`config.mk`:
```
export PLATFORM = sky130hd
export DESIGN_NAME = conv_mode_seq
export DESIGN_NICKNAME = d
export VERILOG_FILES = /design/src/rtl/cms_pkg.sv /design/src/rtl/cms_timer.sv /design/src/rtl/cms_ctrl.sv /design/src/rtl/cms_ready.sv /design/src/rtl/cms_calregs.sv /design/src/rtl/conv_mode_seq.sv
export SDC_FILE = /design/constraint.sdc
export NUM_CORES = 1
export LEC_CHECK = 0
export BUFFER_PORTS_ARGS = -buffer_cell sky130_fd_sc_hd__buf_2
export CELL_PAD_IN_SITES_DETAIL_PLACEMENT = 0
export CELL_PAD_IN_SITES_GLOBAL_PLACEMENT = 1
export CORE_ASPECT_RATIO = 2
export CORE_UTILIZATION = 35
export CTS_CLUSTER_DIAMETER = 60
export DETAILED_ROUTE_END_ITERATION = 10
export PLACE_DENSITY_LB_ADDON = 0.1
export SKIP_CTS_REPAIR_TIMING = 1
export SLEW_MARGIN = 0
export SYNTH_ARGS = -nofsm -noshare
export SYNTH_HDL_FRONTEND = slang
export SYNTH_SLANG_ARGS = --single-unit
```
`constraint.sdc`:
```
create_clock -name clk -period 2.18 [get_ports clk]
set_input_delay 0.327 -clock clk [delete_from_list [all_inputs] [get_ports clk]]
set_output_delay 0.327 -clock clk [all_outputs]
set_load 0.01 [all_outputs]
```
`src/rtl/cms_pkg.sv`:
```
package cms_pkg;
  localparam logic [2:0] MODE_IDLE  = 3'd0;
  localparam logic [2:0] MODE_CONT  = 3'd1;
  localparam logic [2:0] MODE_SNGL  = 3'd2;
  localparam logic [2:0] MODE_AZS   = 3'd4;
  localparam logic [2:0] MODE_CZS   = 3'd6;
  localparam logic [2:0] MODE_CFS   = 3'd7;

  function automatic logic mode_valid(input logic [2:0] code);
    return (code != 3'd3) && (code != 3'd5);
  endfunction
endpackage

```
`src/rtl/cms_timer.sv`:
```
module cms_timer #(
  parameter int TIME_W = 6
) (
  input  logic              clk,
  input  logic              rst_n,
  input  logic              start_i,
  input  logic              stop_i,
  input  logic [TIME_W-1:0] load_i,
  output logic              done_o
);
  logic [TIME_W-1:0] cnt_q, cnt_d;
  logic              cnt_en;

  always_comb begin
    cnt_en = 1'b1;
    cnt_d  = cnt_q;
    if (start_i)             cnt_d = (load_i == '0) ? TIME_W'(1) : load_i;
    else if (stop_i)         cnt_d = '0;
    else if (cnt_q != '0)    cnt_d = cnt_q - 1'b1;
    else                     cnt_en = 1'b0;
  end

  always_ff @(posedge clk or negedge rst_n) begin
    if (!rst_n)      cnt_q <= '0;
    else if (cnt_en) cnt_q <= cnt_d;
  end

  assign done_o = (cnt_q == TIME_W'(1));
endmodule

```
`src/rtl/cms_ctrl.sv`:
```
module cms_ctrl
  import cms_pkg::*;
#(
  parameter int CH_W = 2
) (
  input  logic            clk,
  input  logic            rst_n,
  input  logic            mode_wr_i,
  input  logic [2:0]      mode_code_i,
  input  logic [CH_W-1:0] mode_ch_i,
  input  logic            sync_ok_i,
  input  logic            tm_done_i,
  output logic [2:0]      mode_o,
  output logic            gated_o,
  output logic [CH_W-1:0] ch_o,
  output logic [CH_W-1:0] load_ch_o,
  output logic            start_o,
  output logic            stop_o,
  output logic            fin_conv_o,
  output logic            fin_cal_o
);
  logic [2:0]      mode_q, mode_d;
  logic            gated_q, gated_d;
  logic [CH_W-1:0] ch_q, ch_d;

  always_comb begin
    mode_d     = mode_q;
    gated_d    = gated_q;
    ch_d       = ch_q;
    load_ch_o  = ch_q;
    start_o    = 1'b0;
    stop_o     = 1'b0;
    fin_conv_o = 1'b0;
    fin_cal_o  = 1'b0;
    if (mode_wr_i && mode_valid(mode_code_i)) begin
      mode_d = mode_code_i;
      if (mode_code_i == MODE_IDLE) begin
        gated_d = 1'b0;
        stop_o  = 1'b1;
      end else begin
        ch_d      = mode_ch_i;
        load_ch_o = mode_ch_i;
        gated_d   = !sync_ok_i;
        start_o   = sync_ok_i;
        stop_o    = !sync_ok_i;
      end
    end else if (mode_q != MODE_IDLE) begin
      if (gated_q) begin
        if (sync_ok_i) begin
          gated_d = 1'b0;
          start_o = 1'b1;
        end
      end else if (!sync_ok_i) begin
        gated_d = 1'b1;
        stop_o  = 1'b1;
      end else if (tm_done_i) begin
        if (mode_q == MODE_CONT) begin
          fin_conv_o = 1'b1;
          start_o    = 1'b1;
        end else begin
          fin_conv_o = (mode_q == MODE_SNGL);
          fin_cal_o  = (mode_q != MODE_SNGL);
          mode_d     = MODE_IDLE;
          stop_o     = 1'b1;
        end
      end
    end
  end

  always_ff @(posedge clk or negedge rst_n) begin
    if (!rst_n) begin
      mode_q  <= MODE_IDLE;
      gated_q <= 1'b0;
      ch_q    <= '0;
    end else begin
      mode_q  <= mode_d;
      gated_q <= gated_d;
      ch_q    <= ch_d;
    end
  end

  assign mode_o  = mode_q;
  assign gated_o = gated_q;
  assign ch_o    = ch_q;
endmodule

```
`src/rtl/cms_ready.sv`:
```
module cms_ready #(
  parameter int NUM_CH = 4,
  parameter int CH_W   = 2
) (
  input  logic              clk,
  input  logic              rst_n,
  input  logic              set_one_i,
  input  logic              set_all_i,
  input  logic [CH_W-1:0]   set_ch_i,
  input  logic              clr_i,
  input  logic [CH_W-1:0]   clr_ch_i,
  output logic [NUM_CH-1:0] flags_o,
  output logic              rdy_n_o
);
  logic [NUM_CH-1:0] flag_q;

  for (genvar g = 0; g < NUM_CH; g++) begin : g_flag
    logic set_b, clr_b;
    assign set_b = set_all_i || (set_one_i && (set_ch_i == CH_W'(g)));
    assign clr_b = clr_i && (clr_ch_i == CH_W'(g));
    always_ff @(posedge clk or negedge rst_n) begin
      if (!rst_n)               flag_q[g] <= 1'b0;
      else if (set_b || clr_b)  flag_q[g] <= set_b;
    end
  end

  assign flags_o = flag_q;
  assign rdy_n_o = ~|flag_q;
endmodule

```
`src/rtl/cms_calregs.sv`:
```
module cms_calregs
  import cms_pkg::*;
#(
  parameter int NUM_CH = 4,
  parameter int CH_W   = 2,
  parameter int DATA_W = 24
) (
  input  logic                     clk,
  input  logic                     rst_n,
  input  logic                     idle_i,
  input  logic                     host_wr_i,
  input  logic                     host_sel_i,
  input  logic [CH_W-1:0]          host_ch_i,
  input  logic [DATA_W-1:0]        host_data_i,
  input  logic                     fin_cal_i,
  input  logic [2:0]               fin_mode_i,
  input  logic [CH_W-1:0]          fin_ch_i,
  input  logic [DATA_W-1:0]        result_i,
  output logic [DATA_W-1:0]        adc_zs_o,
  output logic [NUM_CH*DATA_W-1:0] ch_zs_o,
  output logic [NUM_CH*DATA_W-1:0] ch_fs_o,
  output logic                     err_o
);
  logic host_ok, host_bad;
  logic err_q;
  logic [DATA_W-1:0] adc_zs_q;

  assign host_ok  = host_wr_i && idle_i;
  assign host_bad = host_wr_i && !idle_i;

  always_ff @(posedge clk or negedge rst_n) begin
    if (!rst_n)        err_q <= 1'b0;
    else if (host_bad) err_q <= 1'b1;
  end

  always_ff @(posedge clk or negedge rst_n) begin
    if (!rst_n)                                   adc_zs_q <= '0;
    else if (fin_cal_i && fin_mode_i == MODE_AZS) adc_zs_q <= result_i;
  end

  for (genvar g = 0; g < NUM_CH; g++) begin : g_ch
    logic hit_h, hit_f, zs_en, fs_en;
    logic [DATA_W-1:0] zs_q, fs_q, zs_d, fs_d;
    assign hit_h = host_ok && (host_ch_i == CH_W'(g));
    assign hit_f = fin_cal_i && (fin_ch_i == CH_W'(g));
    assign zs_en = (hit_h && !host_sel_i) || (hit_f && fin_mode_i == MODE_CZS);
    assign fs_en = (hit_h && host_sel_i)  || (hit_f && fin_mode_i == MODE_CFS);
    assign zs_d  = hit_h ? host_data_i : result_i;
    assign fs_d  = hit_h ? host_data_i : result_i;
    always_ff @(posedge clk or negedge rst_n) begin
      if (!rst_n) begin
        zs_q <= '0;
        fs_q <= '0;
      end else begin
        if (zs_en) zs_q <= zs_d;
        if (fs_en) fs_q <= fs_d;
      end
    end
    assign ch_zs_o[g*DATA_W +: DATA_W] = zs_q;
    assign ch_fs_o[g*DATA_W +: DATA_W] = fs_q;
  end

  assign adc_zs_o = adc_zs_q;
  assign err_o    = err_q;
endmodule

```
`src/rtl/conv_mode_seq.sv`:
```
module conv_mode_seq
  import cms_pkg::*;
#(
  parameter int NUM_CH = 4,
  parameter int TIME_W = 6,
  parameter int DATA_W = 24,
  localparam int CH_W  = (NUM_CH > 1) ? $clog2(NUM_CH) : 1
) (
  input  logic                     clk,
  input  logic                     rst_n,
  input  logic                     mode_wr_i,
  input  logic [2:0]               mode_code_i,
  input  logic [CH_W-1:0]          mode_ch_i,
  input  logic                     sync_en_i,
  input  logic                     sync_pin_i,
  input  logic [NUM_CH*TIME_W-1:0] conv_time_i,
  input  logic [DATA_W-1:0]        adc_result_i,
  input  logic                     cal_wr_i,
  input  logic                     cal_sel_i,
  input  logic [CH_W-1:0]          cal_ch_i,
  input  logic [DATA_W-1:0]        cal_data_i,
  input  logic                     rd_i,
  input  logic [CH_W-1:0]          rd_ch_i,
  output logic [2:0]               mode_o,
  output logic                     gated_o,
  output logic [NUM_CH-1:0]        ready_o,
  output logic                     rdy_n_o,
  output logic                     cal_err_o,
  output logic [DATA_W-1:0]        adc_zs_o,
  output logic [NUM_CH*DATA_W-1:0] ch_zs_o,
  output logic [NUM_CH*DATA_W-1:0] ch_fs_o
);
  logic            sync_ok, tm_done, start, stop, fin_conv, fin_cal;
  logic [CH_W-1:0] ch, load_ch;
  logic [TIME_W-1:0] load_val;

  assign sync_ok  = !sync_en_i || sync_pin_i;
  assign load_val = conv_time_i[load_ch*TIME_W +: TIME_W];

  cms_ctrl #(.CH_W(CH_W)) u_ctrl (
    .clk(clk), .rst_n(rst_n), .mode_wr_i(mode_wr_i), .mode_code_i(mode_code_i),
    .mode_ch_i(mode_ch_i), .sync_ok_i(sync_ok), .tm_done_i(tm_done),
    .mode_o(mode_o), .gated_o(gated_o), .ch_o(ch), .load_ch_o(load_ch),
    .start_o(start), .stop_o(stop), .fin_conv_o(fin_conv), .fin_cal_o(fin_cal)
  );

  cms_timer #(.TIME_W(TIME_W)) u_timer (
    .clk(clk), .rst_n(rst_n), .start_i(start), .stop_i(stop),
    .load_i(load_val), .done_o(tm_done)
  );

  cms_ready #(.NUM_CH(NUM_CH), .CH_W(CH_W)) u_ready (
    .clk(clk), .rst_n(rst_n), .set_one_i(fin_conv), .set_all_i(fin_cal),
    .set_ch_i(ch), .clr_i(rd_i), .clr_ch_i(rd_ch_i),
    .flags_o(ready_o), .rdy_n_o(rdy_n_o)
  );

  cms_calregs #(.NUM_CH(NUM_CH), .CH_W(CH_W), .DATA_W(DATA_W)) u_cal (
    .clk(clk), .rst_n(rst_n), .idle_i(mode_o == MODE_IDLE),
    .host_wr_i(cal_wr_i), .host_sel_i(cal_sel_i), .host_ch_i(cal_ch_i),
    .host_data_i(cal_data_i), .fin_cal_i(fin_cal), .fin_mode_i(mode_o),
    .fin_ch_i(ch), .result_i(adc_result_i), .adc_zs_o(adc_zs_o),
    .ch_zs_o(ch_zs_o), .ch_fs_o(ch_fs_o), .err_o(cal_err_o)
  );
endmodule

```
==> results.md <==
* Run status: complete, but fails checks
* Failing checks: negative setup slack
* Input/output buffers at 314
* Crit path required time at 2.63 ns
* PD cells at 1280 nW/um^2
* Final HPWL DP at 28700 microns
* Fill cells at 2614
* Commonest cells after routing, fill and taps aside: buf_2, dfrtp_1, nor2_1, a21oi_1, a21oi_2
* Critical path startpoint category: flop
* CP Data Arrival Time at roughly 2.8 ns
* Final #Nets at 1467
* Antenna violations before repair at 1
* Vias at between 9000 and 10000
* Die area at 29800 sq um
* Vias/cell at 5.24
* Final setup fails at 190
* Register area share after synthesis at 0.572
* CTS buffer count at 23
* Worst-path maximum fanout at 6
* FFs w/ async S/R, synth at 1.00
* Final Skew at 0.0101 ns
* Largest net degree at the start of global routing at 56
* RSZ-0062 raised after global routing: true
* EDFF count, synth at 0
* Yosys warns at 0
* H-tree levels at 1
* Critical R2R Launch: u_timer.cnt_q[4]
* Main synth FF type: dfrtp_1
* Diodes inserted at 0
* Synthesized cell area at just over 10000 sq um
* Drt first pass iters at 4
* HP Start: rd_ch_i[0]
* Nature of the critical path endpoint: flop
* Slew margin rel. at 0.610
* Clock root cell: clkbuf_16
* WHS Endpoint: u_ready.flags_o[2]
* Clk sinks at 233
* Die W at 123 microns
* Setup TNS at -10.49 ns
* Cell count of the worst reg-to-reg path at 10
* Layout area overhead at 56.0%
* Maximum clock path buffer count at 3
* DRT iter0 DRCs at 319
* Setup CP Type: flop to flop
* Reg2Reg Setup Slack at -0.13 ns
* Cell variety after synth at between 60 and 70
* Clk_lat worst skew at 0.52 ns
* GRT Overall Usage at 0.250
* Tightest Pin Transition at roughly 0.57 ns
* Row cnt at 88
* Final period utilization at 1.06
* Pins Over Slew Limit at 0
* CTS tree: done
* Syn Nets at ~1000
* Final hold vios at 0
* Total routed wirelength at ~44000 microns
* CTS clk-pin slew, worst paths at 0.07 ns
* Die Ht at between 200 and 250 microns
* Share of cells above drive strength 1 at 0.550
* Final Wtd Congestion at 0.864
* Routed length per instance at between 20 and 30 microns
* Initial core utilization at 0.355
* Pre-CTS WS at -0.191 ns
* Congestion Overflow GR at 0
* Most common cell after layout, fill and taps aside: buf_2
* Max-cap violations at 0
* DRC viols at 0
* Setup WS post-layout at -0.130 ns
* Ports at 315
* Critical R2R Capture: u_cal.g_ch[1].zs_q[14]
* Peak supply drop at roughly 0.00077 V
* Remaining antenna violation count after routing at 0
* Hold path depth at 3
* Mean Syn Cell Area at approximately 11 sq um
* Core area at 28700 sq um
* Synth Register Bits at approximately 230
* FMAX at approximately 430 MHz
* Vias in the first global route at 8739
* Final min period at 2.31 ns
* First-pass GRT wire length at 53900 microns
* Syn Inst Count at 946
* Hold WC Path Type: input port to flop
* Leakage Power at 7.90 nW
-- logic make-up after synthesis --
group,count (synthesis),synth area share
buffers and inverters,73,0.0404
xor gates and xnor gates,7,0.00602
DFF,233,0.572
and+or+nand+nor,246,0.104
muxes,122,0.123
adders and majority gates,2,0.00246
AOI/OAI and AO/OA,263,0.152
-- worst max-delay path: stages (launching register included) --
cell,delay (ns)
dfrtp_1,0.40
nor4_2,0.32
buf_4,0.19
and4b_2,0.30
nand4b_4,0.16
buf_6,0.16
o22ai_4,0.17
buf_12,0.18
clkbuf_16,0.18
nor2_1,0.06
a21oi_1,0.11
-- worst max path at each step --
| stage | end | cells after the start | startpoint | slack [ns] |
|---|---|---|---|---|
| global route | u_cal.g_ch[1].zs_q[14] | 10 | u_timer.cnt_q[4] | -0.18 |
| global placement | u_cal.g_ch[0].fs_q[9] | 6 | u_ctrl.mode_o[2] | -0.17 |
| finish | u_cal.g_ch[1].zs_q[14] | 10 | u_timer.cnt_q[4] | -0.13 |
| floorplan | u_cal.g_ch[0].zs_q[14] | 8 | u_ctrl.mode_o[2] | 0.01 |
| detailed placement | u_cal.g_ch[1].zs_q[11] | 9 | u_timer.cnt_q[3] | -0.19 |
| CTS | u_cal.g_ch[1].zs_q[18] | 9 | u_timer.cnt_q[3] | -0.21 |
-- power breakdown --
group / leakage [nW] / internal, mW / switching, mW / total, mW
Sequential: 2.83 / 6.38 / 1.65 / 8.03
Combinational: 4.69 / 3.87 / 4.29 / 8.17
Clock: 0.379 / 2.32 / 1.76 / 4.08
Total: 7.90 / 12.6 / 7.71 / 20.3
-- Yosys cell counts, drive strengths merged, types with 3 or more instances --
cell	count	area, sq um
a211oi	7	57.6
a21oi	202	1010
buf	51	329
clkbuf	10	37.5
dfrtp	233	5830
inv	12	45.1
mux2	24	270
mux2i	98	985
nand2	9	33.8
nand2b	5	31.3
nand4	3	25.0
nand4b	3	32.5
nor2	201	754
nor3	4	31.3
nor4	5	37.5
o211a	9	90.1
o211ai	5	37.5
o21ai	11	66.3
o22ai	8	50.1
or3	5	31.3
xnor2	3	26.3
xor2	4	35.0
-- metrics by stage --
step	instance area, sq um	total power, mW	hold slack [ns]	util	std cells
finish	15900	20.3	0.0966	0.553	1752
global route	15900	21.4	0.112	0.553	1752
CTS	13600	18.8	-0.248	0.473	1694
detailed placement	12800	14.6	0.302	0.446	1653
global placement	12800	14.5	0.302	0.446	1653
floorplan	10200	10.9	0.0314	-	946
-- routing by layer --
layer	share of wire	vias up	track usage
met3	0.054	74	0.0456
li1	-	4192	-
met1	0.33	4614	0.231
met4	0.039	2	0.0915
met2	0.57	302	0.512
met5	0.00018	-	0
-- registers in the layout, summed over array words and instances, names as in the netlist --
name,flops
u_cal.adc_zs_o,24
u_cal.err_o,1
u_cal.g_ch.fs_q,96
u_cal.g_ch.zs_q,96
u_ctrl.ch_o,2
u_ctrl.gated_o,1
u_ctrl.mode_o,3
u_ready.flags_o,4
u_timer.cnt_q,6
-- layout make-up --
cell class,count,area [sq um],share of cell area
sequential,233,5830,0.367
multi-input combinational,640,5200,0.327
timing repair buffer,466,3610,0.227
clock buffer,29,638,0.0401
tap,360,450,0.0283
clock inverter,12,120,0.00756
inverter,12,45.0,0.00283
Note: power is estimated with default switching activity, not from simulation.
